[src/rtl/cdp_pkg.sv]
package cdp_pkg;

    typedef enum logic [1:0] {
        MODE_LEVEL = 2'b00,
        MODE_HALF  = 2'b01,
        MODE_PULSE = 2'b10,
        MODE_ALT   = 2'b11
    } mode_e;

endpackage

[src/rtl/cdp_counter.sv]
// Period counter and settings capture. Settings are taken only on the
// edge that starts a period; the first edge after reset always starts one.
module cdp_counter
    import cdp_pkg::*;
#(
    parameter int unsigned CNT_W = 16
) (
    input  logic             clk_i,
    input  logic             rst_ni,
    input  logic [CNT_W-1:0] ratio_i,
    input  logic [CNT_W-1:0] high_i,
    input  logic [1:0]       mode_i,
    output logic [CNT_W-1:0] cnt_d_o,
    output logic [CNT_W-1:0] n_d_o,
    output logic [CNT_W-1:0] h_d_o,
    output mode_e            mode_d_o,
    output logic [CNT_W-1:0] n_q_o,
    output mode_e            mode_q_o
);

    localparam logic [CNT_W-1:0] N_MIN = CNT_W'(2);
    localparam logic [CNT_W-1:0] ONE   = CNT_W'(1);

    typedef struct packed {
        logic             fresh;
        logic [CNT_W-1:0] cnt;
        logic [CNT_W-1:0] n;
        logic [CNT_W-1:0] h;
        mode_e            mode;
    } cnt_st_t;

    cnt_st_t st_d, st_q;
    logic    wrap;

    always_comb begin
        st_d = st_q;
        wrap = st_q.fresh || (st_q.cnt >= (st_q.n - ONE));
        if (wrap) begin
            st_d.fresh = 1'b0;
            st_d.cnt   = '0;
            st_d.n     = (ratio_i < N_MIN) ? N_MIN : ratio_i;
            st_d.h     = high_i;
            st_d.mode  = mode_e'(mode_i);
        end else begin
            st_d.cnt   = st_q.cnt + ONE;
        end
    end

    always_ff @(posedge clk_i or negedge rst_ni) begin
        if (!rst_ni) begin
            st_q <= '{fresh: 1'b1, cnt: '0, n: N_MIN, h: '0, mode: MODE_LEVEL};
        end else begin
            st_q <= st_d;
        end
    end

    assign cnt_d_o  = st_d.cnt;
    assign n_d_o    = st_d.n;
    assign h_d_o    = st_d.h;
    assign mode_d_o = st_d.mode;
    assign n_q_o    = st_q.n;
    assign mode_q_o = st_q.mode;

endmodule

[src/rtl/cdp_wave.sv]
// Rising-edge output term, computed from the next count and settings so
// that the registered term lines up with the registered count.
module cdp_wave
    import cdp_pkg::*;
#(
    parameter int unsigned CNT_W = 16
) (
    input  logic             clk_i,
    input  logic             rst_ni,
    input  logic [CNT_W-1:0] cnt_d_i,
    input  logic [CNT_W-1:0] n_d_i,
    input  logic [CNT_W-1:0] h_d_i,
    input  mode_e            mode_d_i,
    output logic             rise_q_o
);

    logic             rise_d, rise_q;
    logic [CNT_W-1:0] half_thr;

    always_comb begin
        // even N: N/2 cycles; odd N: (N+1)/2 cycles, trimmed later by the falling term
        half_thr = (n_d_i >> 1) + CNT_W'(n_d_i[0]);
        unique case (mode_d_i)
            MODE_HALF:  rise_d = (cnt_d_i < half_thr);
            MODE_PULSE: rise_d = (cnt_d_i == '0);
            default:    rise_d = (cnt_d_i < h_d_i);
        endcase
    end

    always_ff @(posedge clk_i or negedge rst_ni) begin
        if (!rst_ni) begin
            rise_q <= 1'b0;
        end else begin
            rise_q <= rise_d;
        end
    end

    assign rise_q_o = rise_q;

endmodule

[src/rtl/cdp_fall.sv]
// Retimes the rising-edge term by half an input cycle.
module cdp_fall (
    input  logic clk_i,
    input  logic rst_ni,
    input  logic rise_i,
    output logic fall_q_o
);

    logic fall_d, fall_q;

    always_comb begin
        fall_d = rise_i;
    end

    always_ff @(negedge clk_i or negedge rst_ni) begin
        if (!rst_ni) begin
            fall_q <= 1'b0;
        end else begin
            fall_q <= fall_d;
        end
    end

    assign fall_q_o = fall_q;

endmodule

[src/rtl/clk_div_prog.sv]
module clk_div_prog
    import cdp_pkg::*;
#(
    parameter int unsigned CNT_W = 16
) (
    input  logic             clk_i,
    input  logic             rst_ni,
    input  logic [CNT_W-1:0] ratio_i,
    input  logic [CNT_W-1:0] high_i,
    input  logic [1:0]       mode_i,
    output logic             clk_o
);

    logic [CNT_W-1:0] cnt_d, n_d, h_d, n_q;
    mode_e            mode_d, mode_q;
    logic             rise_q, fall_q, odd_half;

    cdp_counter #(.CNT_W(CNT_W)) u_cnt (
        .clk_i    (clk_i),
        .rst_ni   (rst_ni),
        .ratio_i  (ratio_i),
        .high_i   (high_i),
        .mode_i   (mode_i),
        .cnt_d_o  (cnt_d),
        .n_d_o    (n_d),
        .h_d_o    (h_d),
        .mode_d_o (mode_d),
        .n_q_o    (n_q),
        .mode_q_o (mode_q)
    );

    cdp_wave #(.CNT_W(CNT_W)) u_wave (
        .clk_i    (clk_i),
        .rst_ni   (rst_ni),
        .cnt_d_i  (cnt_d),
        .n_d_i    (n_d),
        .h_d_i    (h_d),
        .mode_d_i (mode_d),
        .rise_q_o (rise_q)
    );

    cdp_fall u_fall (
        .clk_i    (clk_i),
        .rst_ni   (rst_ni),
        .rise_i   (rise_q),
        .fall_q_o (fall_q)
    );

    // Only odd half mode needs the falling-edge term; both inputs are flops.
    assign odd_half = (mode_q == MODE_HALF) && n_q[0];
    assign clk_o    = rise_q & (odd_half ? fall_q : 1'b1);

endmodule

[config.mk]
export PLATFORM = sky130hd
export DESIGN_NAME = clk_div_prog
export DESIGN_NICKNAME = d
export VERILOG_FILES = /design/src/rtl/cdp_pkg.sv /design/src/rtl/cdp_counter.sv /design/src/rtl/cdp_wave.sv /design/src/rtl/cdp_fall.sv /design/src/rtl/clk_div_prog.sv
export SDC_FILE = /design/constraint.sdc
export NUM_CORES = 1
export LEC_CHECK = 0
export BUFFER_PORTS_ARGS = -buffer_cell sky130_fd_sc_hd__buf_2
export CAP_MARGIN = 30
export CORE_MARGIN = 10
export CORE_UTILIZATION = 55
export CTS_CLUSTER_SIZE = 28
export DETAILED_ROUTE_END_ITERATION = 8
export PLACE_DENSITY_LB_ADDON = 0.2
export SLEW_MARGIN = 20
export SYNTH_ARGS = -nofsm -noshare
export SYNTH_HDL_FRONTEND = slang
export SYNTH_SLANG_ARGS = --single-unit
export TNS_END_PERCENT = 30
[constraint.sdc]
create_clock -name clk_i -period 7.1 [get_ports clk_i]
set_input_delay 2.13 -clock clk_i [delete_from_list [all_inputs] [get_ports clk_i]]
set_output_delay 2.13 -clock clk_i [all_outputs]
set_load 0.03 [all_outputs]
==> flow_metrics.env <==
export IMPL_clk_pin_slew_ps=100
export IMPL_antenna_found_initial=0
export IMPL_drt_iter0_drc=277
export IMPL_fin_tns_setup_ps=0
export IMPL_synth_warnings=0
export IMPL_rr_worst_depth=24
export IMPL_setup_viol=0
export IMPL_seqPwrFrac=0.502
export IMPL_worstMarginPinSlew_ps=672
export IMPL_busiest_layer="met2"
export IMPL_ir_drop_mv=0.0985
export IMPL_power_switching_mw=0.232
export IMPL_critPathRequiredTime_ps=4970
export IMPL_cts_htree_levels=2
export IMPL_firstDrtPassIters=5
export IMPL_rows=32
export IMPL_worst_path_max_fanout=1
export IMPL_r2r_slack_ps=630
export IMPL_drive_gt1_frac=0.127
export IMPL_core_area_um2=7690
export IMPL_swShare=0.332
export IMPL_place_hpwl_um=8940
export IMPL_viasPerCell=6.14
export IMPL_io_buffers=36
export IMPL_place_congestion=0.919
export IMPL_crit_start="u_fall.fall_q_o"
export IMPL_p_clk_frac=0.260
export IMPL_crit_path_end="clk_o"
export IMPL_synthCells=473
export IMPL_grt_ovfl_total=0
export IMPL_p_comb_frac=0.238
export IMPL_die_w_um=108
export IMPL_ys_flop_type="dfrtp_1"
export IMPL_finalMaxSlewViolations=0
export IMPL_reg2reg_from="u_cnt.n_q_o[5]"
export IMPL_p_per_area_nw_per_um2=149
export IMPL_n_fill_cell=711
export IMPL_arrival_ps=4660
export IMPL_r2r_end="u_wave.rise_q_o"
export IMPL_final_cell_mix="ha_1, dfrtp_1, nor2_1, buf_2, inv_1"
export IMPL_n_antenna_cell=0
export IMPL_cts_sinks=53
export IMPL_grt_use_met2=0.316
export IMPL_clockBufferDepth=2
export IMPL_yosysTopAreaCell="dfrtp_1"
export IMPL_synthArstFlopShare=1.00
export IMPL_ant_nets=0
export IMPL_root_buffer="clkbuf_8"
export IMPL_final_nets=591
export IMPL_grt_setup_unrepaired="no"
export IMPL_synthesis_nets=561
export IMPL_drc=0
export IMPL_grt_max_degree=53
export IMPL_start_util=0.560
export IMPL_post_place_ws_ps=573
export IMPL_setup_ws_ps=307
export IMPL_syn2layout_area_growth_pct=8.46
export IMPL_io_pin_count=37
export IMPL_numCtsBuffers=5
export IMPL_hold_violations=0
export IMPL_yosys_area_top_type_share=0.291
export IMPL_slew_headroom=0.548
export IMPL_grt_util_met1=0.279
export IMPL_clock_latency_ps=320
export IMPL_crit_path_end_kind="output pin"
export IMPL_p_leak_nw=2.20
export IMPL_crit_path_start_kind="register"
export IMPL_die_area_um2=11800
export IMPL_die_height_um=108
export IMPL_layout_cells_most_common="ha_1"
export IMPL_grt_usage=0.199
export IMPL_use_met3=0.0315
export IMPL_synth_top_cells_by_area="dfrtp_1, ha_1, mux2i_1, xor2_1, xnor2_1"
export IMPL_cap_violations=0
export IMPL_post_synth_cell_area_avg_um2=9.10
export IMPL_ys_types=55
export IMPL_vias=3721
export IMPL_drt_wirelength_per_cell_um=19.1
export IMPL_p_int_mw=0.465
export IMPL_hp_class="register to register"
export IMPL_synth_edf_count=0
export IMPL_synth_area_um2=4300
export IMPL_fin_skew_ps=8.82
export IMPL_status="complete, no violations"
export IMPL_cts_tree="yes"
export IMPL_first_global_vias=3688
export IMPL_grt_pass1_wl_um=18700
export IMPL_ys_seq_area_frac=0.309
export IMPL_drt_total_wl_um=11600
export IMPL_synth_seq_cells=53
export IMPL_path_class="register to output pin"
[cells in the mapped netlist (5+ instances only)]
cell type and instances:
ha_1 52, dfrtp_1 50, nor2_1 38, inv_1 29
nand2_1 25, mux2i_1 22, nor4_1 21, xor2_1 20
nand4_1 19, xnor2_1 19, nand3_1 16, a21o_1 15
a31oi_1 14, clkbuf_1 13, nor3_1 11, a21oi_1 9
o21ai_0 8, mux2_2 7, o22ai_1 6, and4_1 5
mux2_1 5, or3_1 5
[through the flow]
step | cells | hold slack (ps) | utilization | cell area, um^2 | power [mW]
2_1_floorplan | 473 | 452 | - | 4300 | 0.459
6_report | 606 | 495 | 0.607 | 4670 | 0.697
3_5_place_dp | 598 | 474 | 0.595 | 4570 | 0.520
4_1_cts | 606 | 499 | 0.606 | 4660 | 0.699
3_3_place_gp | 598 | 469 | 0.595 | 4570 | 0.515
5_1_grt | 606 | 525 | 0.607 | 4670 | 0.734
[routing by layer]
layer / share of wire / wire length, um
met3: 0.060 / 690
met2: 0.47 / 5430
met1: 0.46 / 5280
met4: 0.014 / 164
met5: 0 / 0
[power groups by stage]
stage / Combinational, mW / Sequential (mW) / Clock, mW
after CTS: 0.166 / 0.349 / 0.184
after detailed placement: 0.164 / 0.355 / 0
after global routing: 0.186 / 0.354 / 0.195
final: 0.166 / 0.350 / 0.181
after floorplan: 0.116 / 0.343 / 0
after global placement: 0.161 / 0.354 / 0
[how the worst min path moves through the flow]
stage	start	to	slack [ps]	depth (start not counted)
after floorplan	u_cnt.st_q[10]	u_cnt.st_q[10]	450	2
after global placement	u_cnt.st_q[5]	u_cnt.st_q[5]	470	2
after detailed placement	u_cnt.st_q[3]	u_cnt.st_q[3]	470	2
after CTS	u_cnt.st_q[3]	u_cnt.st_q[3]	500	2
after global routing	u_cnt.st_q[7]	u_cnt.st_q[7]	530	2
final	u_cnt.st_q[5]	u_cnt.st_q[5]	500	2
[repair_timing]
item                       CTS  global route
setup endpoints to repair    0             1
setup buffers                0             0
hold buffers                 0             0
resized for setup            0             1
[area by class of cell]
class / instances / area, um^2 / share of cell area
Sequential cell: 53 / 1330 / 0.285
Multi-Input combinational cell: 369 / 2770 / 0.593
Clock inverter: 2 / 16.3 / 0.00348
Timing Repair Buffer: 45 / 248 / 0.0531
Clock buffer: 6 / 72.6 / 0.0155
Inverter: 29 / 109 / 0.0233
Tap cell: 102 / 128 / 0.0273
[registers in the layout (all words and copies together) (netlist names)]
| register | cells |
|---|---|
| u_cnt.st_q | 33 |
| u_fall.fall_q_o | 1 |
| u_wave.rise_q_o | 1 |
| u_cnt.mode_q_o | 2 |
| u_cnt.n_q_o | 16 |
[worst max-delay path: stages (launching register included)]
cell and delay [ps]:
dfrtn_1 330, o41a_1 290, buf_2 180
[logic make-up after synthesis]
group,after synthesis,share of synthesized area
XOR/XNOR,39,0.0794
adder cells (fa/ha/maj),52,0.151
multiplexers,34,0.0826
flip-flops,53,0.309
other,1,0.000871
buffers and inverters,51,0.0500
AND/OR/NAND/NOR,164,0.201
AO/OA/AOI/OAI,79,0.126
No activity file was read; power rests on OpenSTA's default activity.
